[src/rtl/cfgword_pkg.sv]
package cfgword_pkg;
    typedef enum logic [1:0] {
        ST_IDLE  = 2'd0,
        ST_ARMED = 2'd1,
        ST_SEND  = 2'd2,
        ST_GUARD = 2'd3
    } ser_state_e;
endpackage

[src/rtl/cfgword_edge.sv]
module cfgword_edge (
    input  logic clk_i,
    input  logic rst_ni,
    input  logic sig_i,
    output logic rise_o,
    output logic fall_o
);
    logic sig_q;

    always_ff @(posedge clk_i or negedge rst_ni) begin
        if (!rst_ni) sig_q <= 1'b0;
        else         sig_q <= sig_i;
    end

    assign rise_o = sig_i & ~sig_q;
    assign fall_o = ~sig_i & sig_q;
endmodule

[src/rtl/cfgword_pack.sv]
module cfgword_pack #(
    parameter int MODE_W = 6,
    parameter int HOLD_W = 7,
    parameter int WIN_W  = 6,
    localparam int WORD_W = 2 + MODE_W + HOLD_W + 4 * WIN_W
) (
    input  logic              start_flag_i,
    input  logic              soft_rst_i,
    input  logic [MODE_W-1:0] mode_i,
    input  logic [HOLD_W-1:0] hold_i,
    input  logic [WIN_W-1:0]  row_beg_i,
    input  logic [WIN_W-1:0]  row_end_i,
    input  logic [WIN_W-1:0]  col_beg_i,
    input  logic [WIN_W-1:0]  col_end_i,
    output logic [WORD_W-1:0] word_o
);
    // field order is what the receiver decodes, top bit first
    assign word_o = {start_flag_i, soft_rst_i, mode_i, hold_i,
                     row_beg_i, row_end_i, col_beg_i, col_end_i};
endmodule

[src/rtl/cfgword_shifter.sv]
module cfgword_shifter #(
    parameter int WORD_W   = 39,
    parameter int BIT_CLKS = 8,
    localparam int HCW = (BIT_CLKS > 1) ? $clog2(BIT_CLKS) : 1,
    localparam int BCW = $clog2(WORD_W)
) (
    input  logic              clk_i,
    input  logic              rst_ni,
    input  logic              load_i,
    input  logic              run_i,
    input  logic [WORD_W-1:0] word_i,
    output logic              msb_o,
    output logic              last_o
);
    logic [WORD_W-1:0] shreg_q;
    logic [HCW-1:0]    hold_q;
    logic [BCW-1:0]    bit_q;
    logic              bit_end;

    assign bit_end = (hold_q == HCW'(BIT_CLKS - 1));
    assign last_o  = run_i && bit_end && (bit_q == BCW'(WORD_W - 1));
    assign msb_o   = shreg_q[WORD_W-1];

    always_ff @(posedge clk_i or negedge rst_ni) begin
        if (!rst_ni) begin
            shreg_q <= '0;
            hold_q  <= '0;
            bit_q   <= '0;
        end else if (load_i) begin
            shreg_q <= word_i;
            hold_q  <= '0;
            bit_q   <= '0;
        end else if (run_i) begin
            if (bit_end) begin
                shreg_q <= {shreg_q[WORD_W-2:0], 1'b0};
                hold_q  <= '0;
                bit_q   <= bit_q + 1'b1;
            end else begin
                hold_q  <= hold_q + 1'b1;
            end
        end
    end

    AST_BIT_HELD: assert property (@(posedge clk_i) disable iff (!rst_ni)
        (run_i && $past(run_i) && !$past(load_i) && $past(hold_q) != HCW'(BIT_CLKS - 1))
            |-> $stable(msb_o)) else $error("bit changed inside hold");

    AST_BIT_RANGE: assert property (@(posedge clk_i) disable iff (!rst_ni)
        run_i |-> (bit_q < BCW'(WORD_W))) else $error("bit index overrun");
endmodule

[src/rtl/cfgword_serializer.sv]
module cfgword_serializer
    import cfgword_pkg::*;
#(
    parameter int MODE_W     = 6,
    parameter int HOLD_W     = 7,
    parameter int WIN_W      = 6,
    parameter int BIT_CLKS   = 8,
    parameter int GUARD_CLKS = 10
) (
    input  logic              clk_i,
    input  logic              rst_ni,
    input  logic              start_flag_i,
    input  logic              soft_rst_i,
    input  logic [MODE_W-1:0] mode_i,
    input  logic [HOLD_W-1:0] hold_i,
    input  logic [WIN_W-1:0]  row_beg_i,
    input  logic [WIN_W-1:0]  row_end_i,
    input  logic [WIN_W-1:0]  col_beg_i,
    input  logic [WIN_W-1:0]  col_end_i,
    input  logic              send_req_i,
    input  logic              fsync_i,
    output logic              sdata_o,
    output logic              busy_o,
    output logic              viol_o
);
    localparam int WORD_W = 2 + MODE_W + HOLD_W + 4 * WIN_W;
    localparam int GCW    = (GUARD_CLKS > 1) ? $clog2(GUARD_CLKS) : 1;

    ser_state_e        state_q, state_d;
    logic [WORD_W-1:0] word;
    logic              fs_rise, fs_fall;
    logic              load, run, msb, last;
    logic [GCW-1:0]    guard_q;
    logic              guard_end;
    logic              abort;

    cfgword_edge i_edge (
        .clk_i  (clk_i),
        .rst_ni (rst_ni),
        .sig_i  (fsync_i),
        .rise_o (fs_rise),
        .fall_o (fs_fall)
    );

    cfgword_pack #(.MODE_W(MODE_W), .HOLD_W(HOLD_W), .WIN_W(WIN_W)) i_pack (
        .start_flag_i (start_flag_i),
        .soft_rst_i   (soft_rst_i),
        .mode_i       (mode_i),
        .hold_i       (hold_i),
        .row_beg_i    (row_beg_i),
        .row_end_i    (row_end_i),
        .col_beg_i    (col_beg_i),
        .col_end_i    (col_end_i),
        .word_o       (word)
    );

    cfgword_shifter #(.WORD_W(WORD_W), .BIT_CLKS(BIT_CLKS)) i_shift (
        .clk_i  (clk_i),
        .rst_ni (rst_ni),
        .load_i (load),
        .run_i  (run),
        .word_i (word),
        .msb_o  (msb),
        .last_o (last)
    );

    assign guard_end = (guard_q == GCW'(GUARD_CLKS - 1));
    assign abort     = ((state_q == ST_SEND) || (state_q == ST_GUARD)) && fs_fall;

    // next state
    always_comb begin
        state_d = state_q;
        unique case (state_q)
            ST_IDLE:  if (send_req_i) state_d = fsync_i ? ST_SEND : ST_ARMED;
            ST_ARMED: if (fs_rise)    state_d = ST_SEND;
            ST_SEND:  if (fs_fall)    state_d = ST_IDLE;
                      else if (last)  state_d = ST_GUARD;
            ST_GUARD: if (fs_fall || guard_end) state_d = ST_IDLE;
            default:                  state_d = ST_IDLE;
        endcase
    end

    // state register
    always_ff @(posedge clk_i or negedge rst_ni) begin
        if (!rst_ni) state_q <= ST_IDLE;
        else         state_q <= state_d;
    end

    // outputs and datapath controls
    always_comb begin
        load    = 1'b0;
        run     = 1'b0;
        busy_o  = 1'b1;
        sdata_o = 1'b0;
        unique case (state_q)
            ST_IDLE:  begin busy_o = 1'b0; load = send_req_i; end
            ST_ARMED: ;
            ST_SEND:  begin run = 1'b1; sdata_o = msb; end
            ST_GUARD: ;
            default:  busy_o = 1'b0;
        endcase
    end

    always_ff @(posedge clk_i or negedge rst_ni) begin
        if (!rst_ni)                   guard_q <= '0;
        else if (state_q != ST_GUARD)  guard_q <= '0;
        else if (!guard_end)           guard_q <= guard_q + 1'b1;
    end

    always_ff @(posedge clk_i or negedge rst_ni) begin
        if (!rst_ni)                                  viol_o <= 1'b0;
        else if (abort)                               viol_o <= 1'b1;
        else if ((state_q == ST_IDLE) && send_req_i)  viol_o <= 1'b0;
    end

    AST_IDLE_QUIET: assert property (@(posedge clk_i) disable iff (!rst_ni)
        !busy_o |-> !sdata_o) else $error("line active while idle");

    AST_START_IN_WINDOW: assert property (@(posedge clk_i) disable iff (!rst_ni)
        (state_q == ST_SEND && $past(state_q) != ST_SEND) |-> $past(fsync_i))
        else $error("transfer began with fsync low");

    AST_FALL_ABORTS: assert property (@(posedge clk_i) disable iff (!rst_ni)
        ((state_q == ST_SEND || state_q == ST_GUARD) && !fsync_i && $past(fsync_i))
            |=> (!busy_o && viol_o)) else $error("fall not flagged");

    AST_VIOL_KEEP: assert property (@(posedge clk_i) disable iff (!rst_ni)
        (viol_o && state_q == ST_IDLE && !send_req_i) |=> viol_o)
        else $error("violation flag lost");
endmodule

[config.mk]
export PLATFORM = sky130hd
export DESIGN_NAME = cfgword_serializer
export DESIGN_NICKNAME = d
export VERILOG_FILES = /design/src/rtl/cfgword_pkg.sv /design/src/rtl/cfgword_edge.sv /design/src/rtl/cfgword_pack.sv /design/src/rtl/cfgword_shifter.sv /design/src/rtl/cfgword_serializer.sv
export SDC_FILE = /design/constraint.sdc
export NUM_CORES = 1
export LEC_CHECK = 0
export CAP_MARGIN = 40
export CORE_MARGIN = 3
export CORE_UTILIZATION = 45
export CTS_BUF_LIST = sky130_fd_sc_hd__clkbuf_4 sky130_fd_sc_hd__clkbuf_8 sky130_fd_sc_hd__clkbuf_16
export DETAILED_ROUTE_END_ITERATION = 10
export GPL_ROUTABILITY_DRIVEN = 0
export PLACE_DENSITY = 0.7
export SYNTH_ARGS = -nofsm -noshare
export SYNTH_HDL_FRONTEND = slang
export SYNTH_SLANG_ARGS = --single-unit
[constraint.sdc]
create_clock -name clk_i -period 2.9 [get_ports clk_i]
set_clock_uncertainty 0.15 [all_clocks]
set_input_delay 0.87 -clock clk_i [delete_from_list [all_inputs] [get_ports clk_i]]
set_output_delay 0.87 -clock clk_i [all_outputs]
set_load 0.01 [all_outputs]
==> reports/summary.txt <==
status = finished clean
GRT overflow = 0
WL/cell = 14.5 microns
Sequential cell area = 1400 sq um
met3 Use GR = 0.0384
kind of critical path = register to output pin
slew of the pin with the lowest slew margin = 0.732 ns
Relative slew margins = 0.511
Antenna diodes = 0
Reg clk slew, reported paths = 0.10 ns
total track usage = 0.162
worst-path fanout max = 12
die area = 6720 sq um
setup bufs post-CTS = 0
Async SR Flop Fraction = 1.00
worst r2r dst = i_shift.shreg_q[21]
Critical Path Source = state_q[0]
worst endpoint required time = 1.88 ns
Vias per Instance = 5.47
IO Pins = 46
grt peak-use layer = met2
ys flop type = dfrtp_1
syn_nets = 268
Worst R2R Start = i_shift.hold_q[0]
Chip Height = 82.0 microns
Syn Area/Cell = 11.9 sq um
Pins Over Slew Limit = 0
CTS max path bufs = 2
layout cells sized above 1 = 0.0805
Fillers = 500
final worst path period need = 2.76 ns
M2 GR Usage = 0.249
vias = 1,821
initial antenna violation count = 0
initial core utilization = 0.469
arrival time at the worst endpoint = 1.74 ns
Seq/Total Area, Yosys = 0.539
core area = 5540 sq um
Max VDD drop = 0.000460 V
clk_lat worst skew = 0.31 ns
R2R cell count = 6
CTS root buffer = clkbuf_8
period utilization = 0.952
power density cells = 784 nW/um^2
Power Total = 2.54 mW
TritonRoute pass-1 iters = 5
CTS Sinks = 56
hpwl dp = 3290 microns
post-cts sizing count = 0
DR iter-0 viols = 143
total CTS buffers = 5
LEAKAGE = 1.63 nW
Ys Warns = 0
final cell count without fillers = 333
Total Routed Length = 4820 microns
final setup vio count = 0
Crit. End Element = output pin
top cells by area, synth = dfrtp_1, a22o_1, a21o_1
# hold bufs at CTS = 0
Final Hold Viols = 0
CTS tree = yes
fmax = 0.362 GHz
worst hold path type = register to register
EDFF count, synth = 0
number of global-route vias before repair = 1,785
multi-input logic area = 1090 sq um
placed cells = 325
Nets = 309
met1 GRT Util = 0.231
Gate Count Post-Synth = 219
Max Cap Violations = 0
DIE WIDTH = 82.0 microns
RSZ-0062 raised after global routing = false
final setup TNS = 0 ns
Yosys top cell by area = dfrtp_1
Netlist Area Pre-Place = 2600 sq um
post-route DRC violation count = 0
global-route wire length before repair = 8380 microns
FF-to-FF setup slack = 0.70 ns
CP Capture Point = sdata_o
largest net degree at the start of global routing = 48
Buffers on Ports = 45
number of synthesized register bits = 56
CP startpoint kind = register
Synth top area share = 0.539
# rows = 27
DRT antenna net count = 0
H-tree Lvls = 2
Syn-to-layout area delta = 24.4%
Netlist cell types = 39
## worst max-delay path, cell delays in order, from the launching register on
cell and delay [ns]:
dfrtp_1 0.52, nand2b_1 0.25, nor2_1 0.12, clkdlybuf4s50_1 0.55
## power by group
part	switching, mW	total (mW)	leakage [nW]	internal, mW
clock	0.247	0.529	0.0614	0.283
combinational	0.309	0.735	0.859	0.426
sequential	0.191	1.27	0.710	1.08
total	0.746	2.54	1.63	1.79
## kinds of logic (layout without fill, tap and decap cells)
group	Yosys count	count (layout)	synth area share
AO/OA/AOI/OAI	91	91	0.273
flip-flops	56	56	0.539
AND/OR/NAND/NOR	33	33	0.0756
buffers and inverters	23	65	0.0453
adder cells (fa/ha/maj)	6	6	0.0289
multiplexers	6	6	0.0250
XOR/XNOR	4	4	0.0135
## final cells by class
class	instances	share of cell area
clock buffers	6	0.0255
clock inverters	2	0.0120
inverters	7	0.00813
multi-input cells	140	0.336
flip-flops and latches	56	0.433
well taps	72	0.0279
repair buffers	50	0.157
## worst min path at each step
stage | from | to | slack, ns | cells after the start
floorplan | i_shift.shreg_q[37] | i_shift.shreg_q[37] | 0.30 | 1
global placement | i_shift.shreg_q[22] | i_shift.shreg_q[22] | 0.31 | 1
detailed placement | i_shift.shreg_q[24] | i_shift.shreg_q[24] | 0.32 | 1
CTS | i_shift.shreg_q[35] | i_shift.shreg_q[35] | 0.34 | 1
global route | i_shift.shreg_q[36] | i_shift.shreg_q[36] | 0.35 | 1
finish | i_shift.shreg_q[36] | i_shift.shreg_q[36] | 0.34 | 1
## flip-flops by register name, summed over array words and instances (netlist names)
| signal | count |
|---|---|
| state_q | 2 |
| i_shift.bit_q | 6 |
| viol_o | 1 |
| guard_q | 4 |
| i_shift.shreg_q | 39 |
| i_shift.hold_q | 3 |
| i_edge.sig_q | 1 |
## cell usage in the layout (no fill, tap or decap), types with 4 or more instances in the layout
master,n
clkbuf_8,6
ha_1,6
nand2_1,4
a21o_1,36
dfrtp_1,56
clkdlybuf4s50_1,44
nor2_1,8
o21ai_0,4
a22o_1,39
mux2_2,4
inv_1,7
nand2b_1,4
## routing by layer
layer | wire (microns) | vias to the layer above
met4 | 49 | 0
met3 | 208 | 5
li1 | - | 892
met1 | 2320 | 889
met5 | 0 | -
met2 | 2240 | 35
## cell usage after synthesis, drive strengths merged, types with 2 or more instances
library cell	number
xor2	2
nand3	3
nor2	9
a21oi	3
buf	14
a21o	36
inv	7
nand2	4
o21ai	5
and3b	2
dfrtp	56
mux2i	2
ha	6
nand4b	2
mux2	4
clkbuf	2
nand2b	4
o22ai	2
a22o	39
xnor2	2
## stage by stage
step	setup slack [ns]	hold WS, ns	util	area [sq um]
global route	0.0472	0.350	0.584	3230
detailed placement	0.198	0.316	0.562	3110
CTS	0.131	0.337	0.584	3230
floorplan	0.931	0.300	-	2600
finish	0.138	0.335	0.584	3230
global placement	0.213	0.309	0.562	3110
Note: power is estimated with default switching activity, not from simulation.
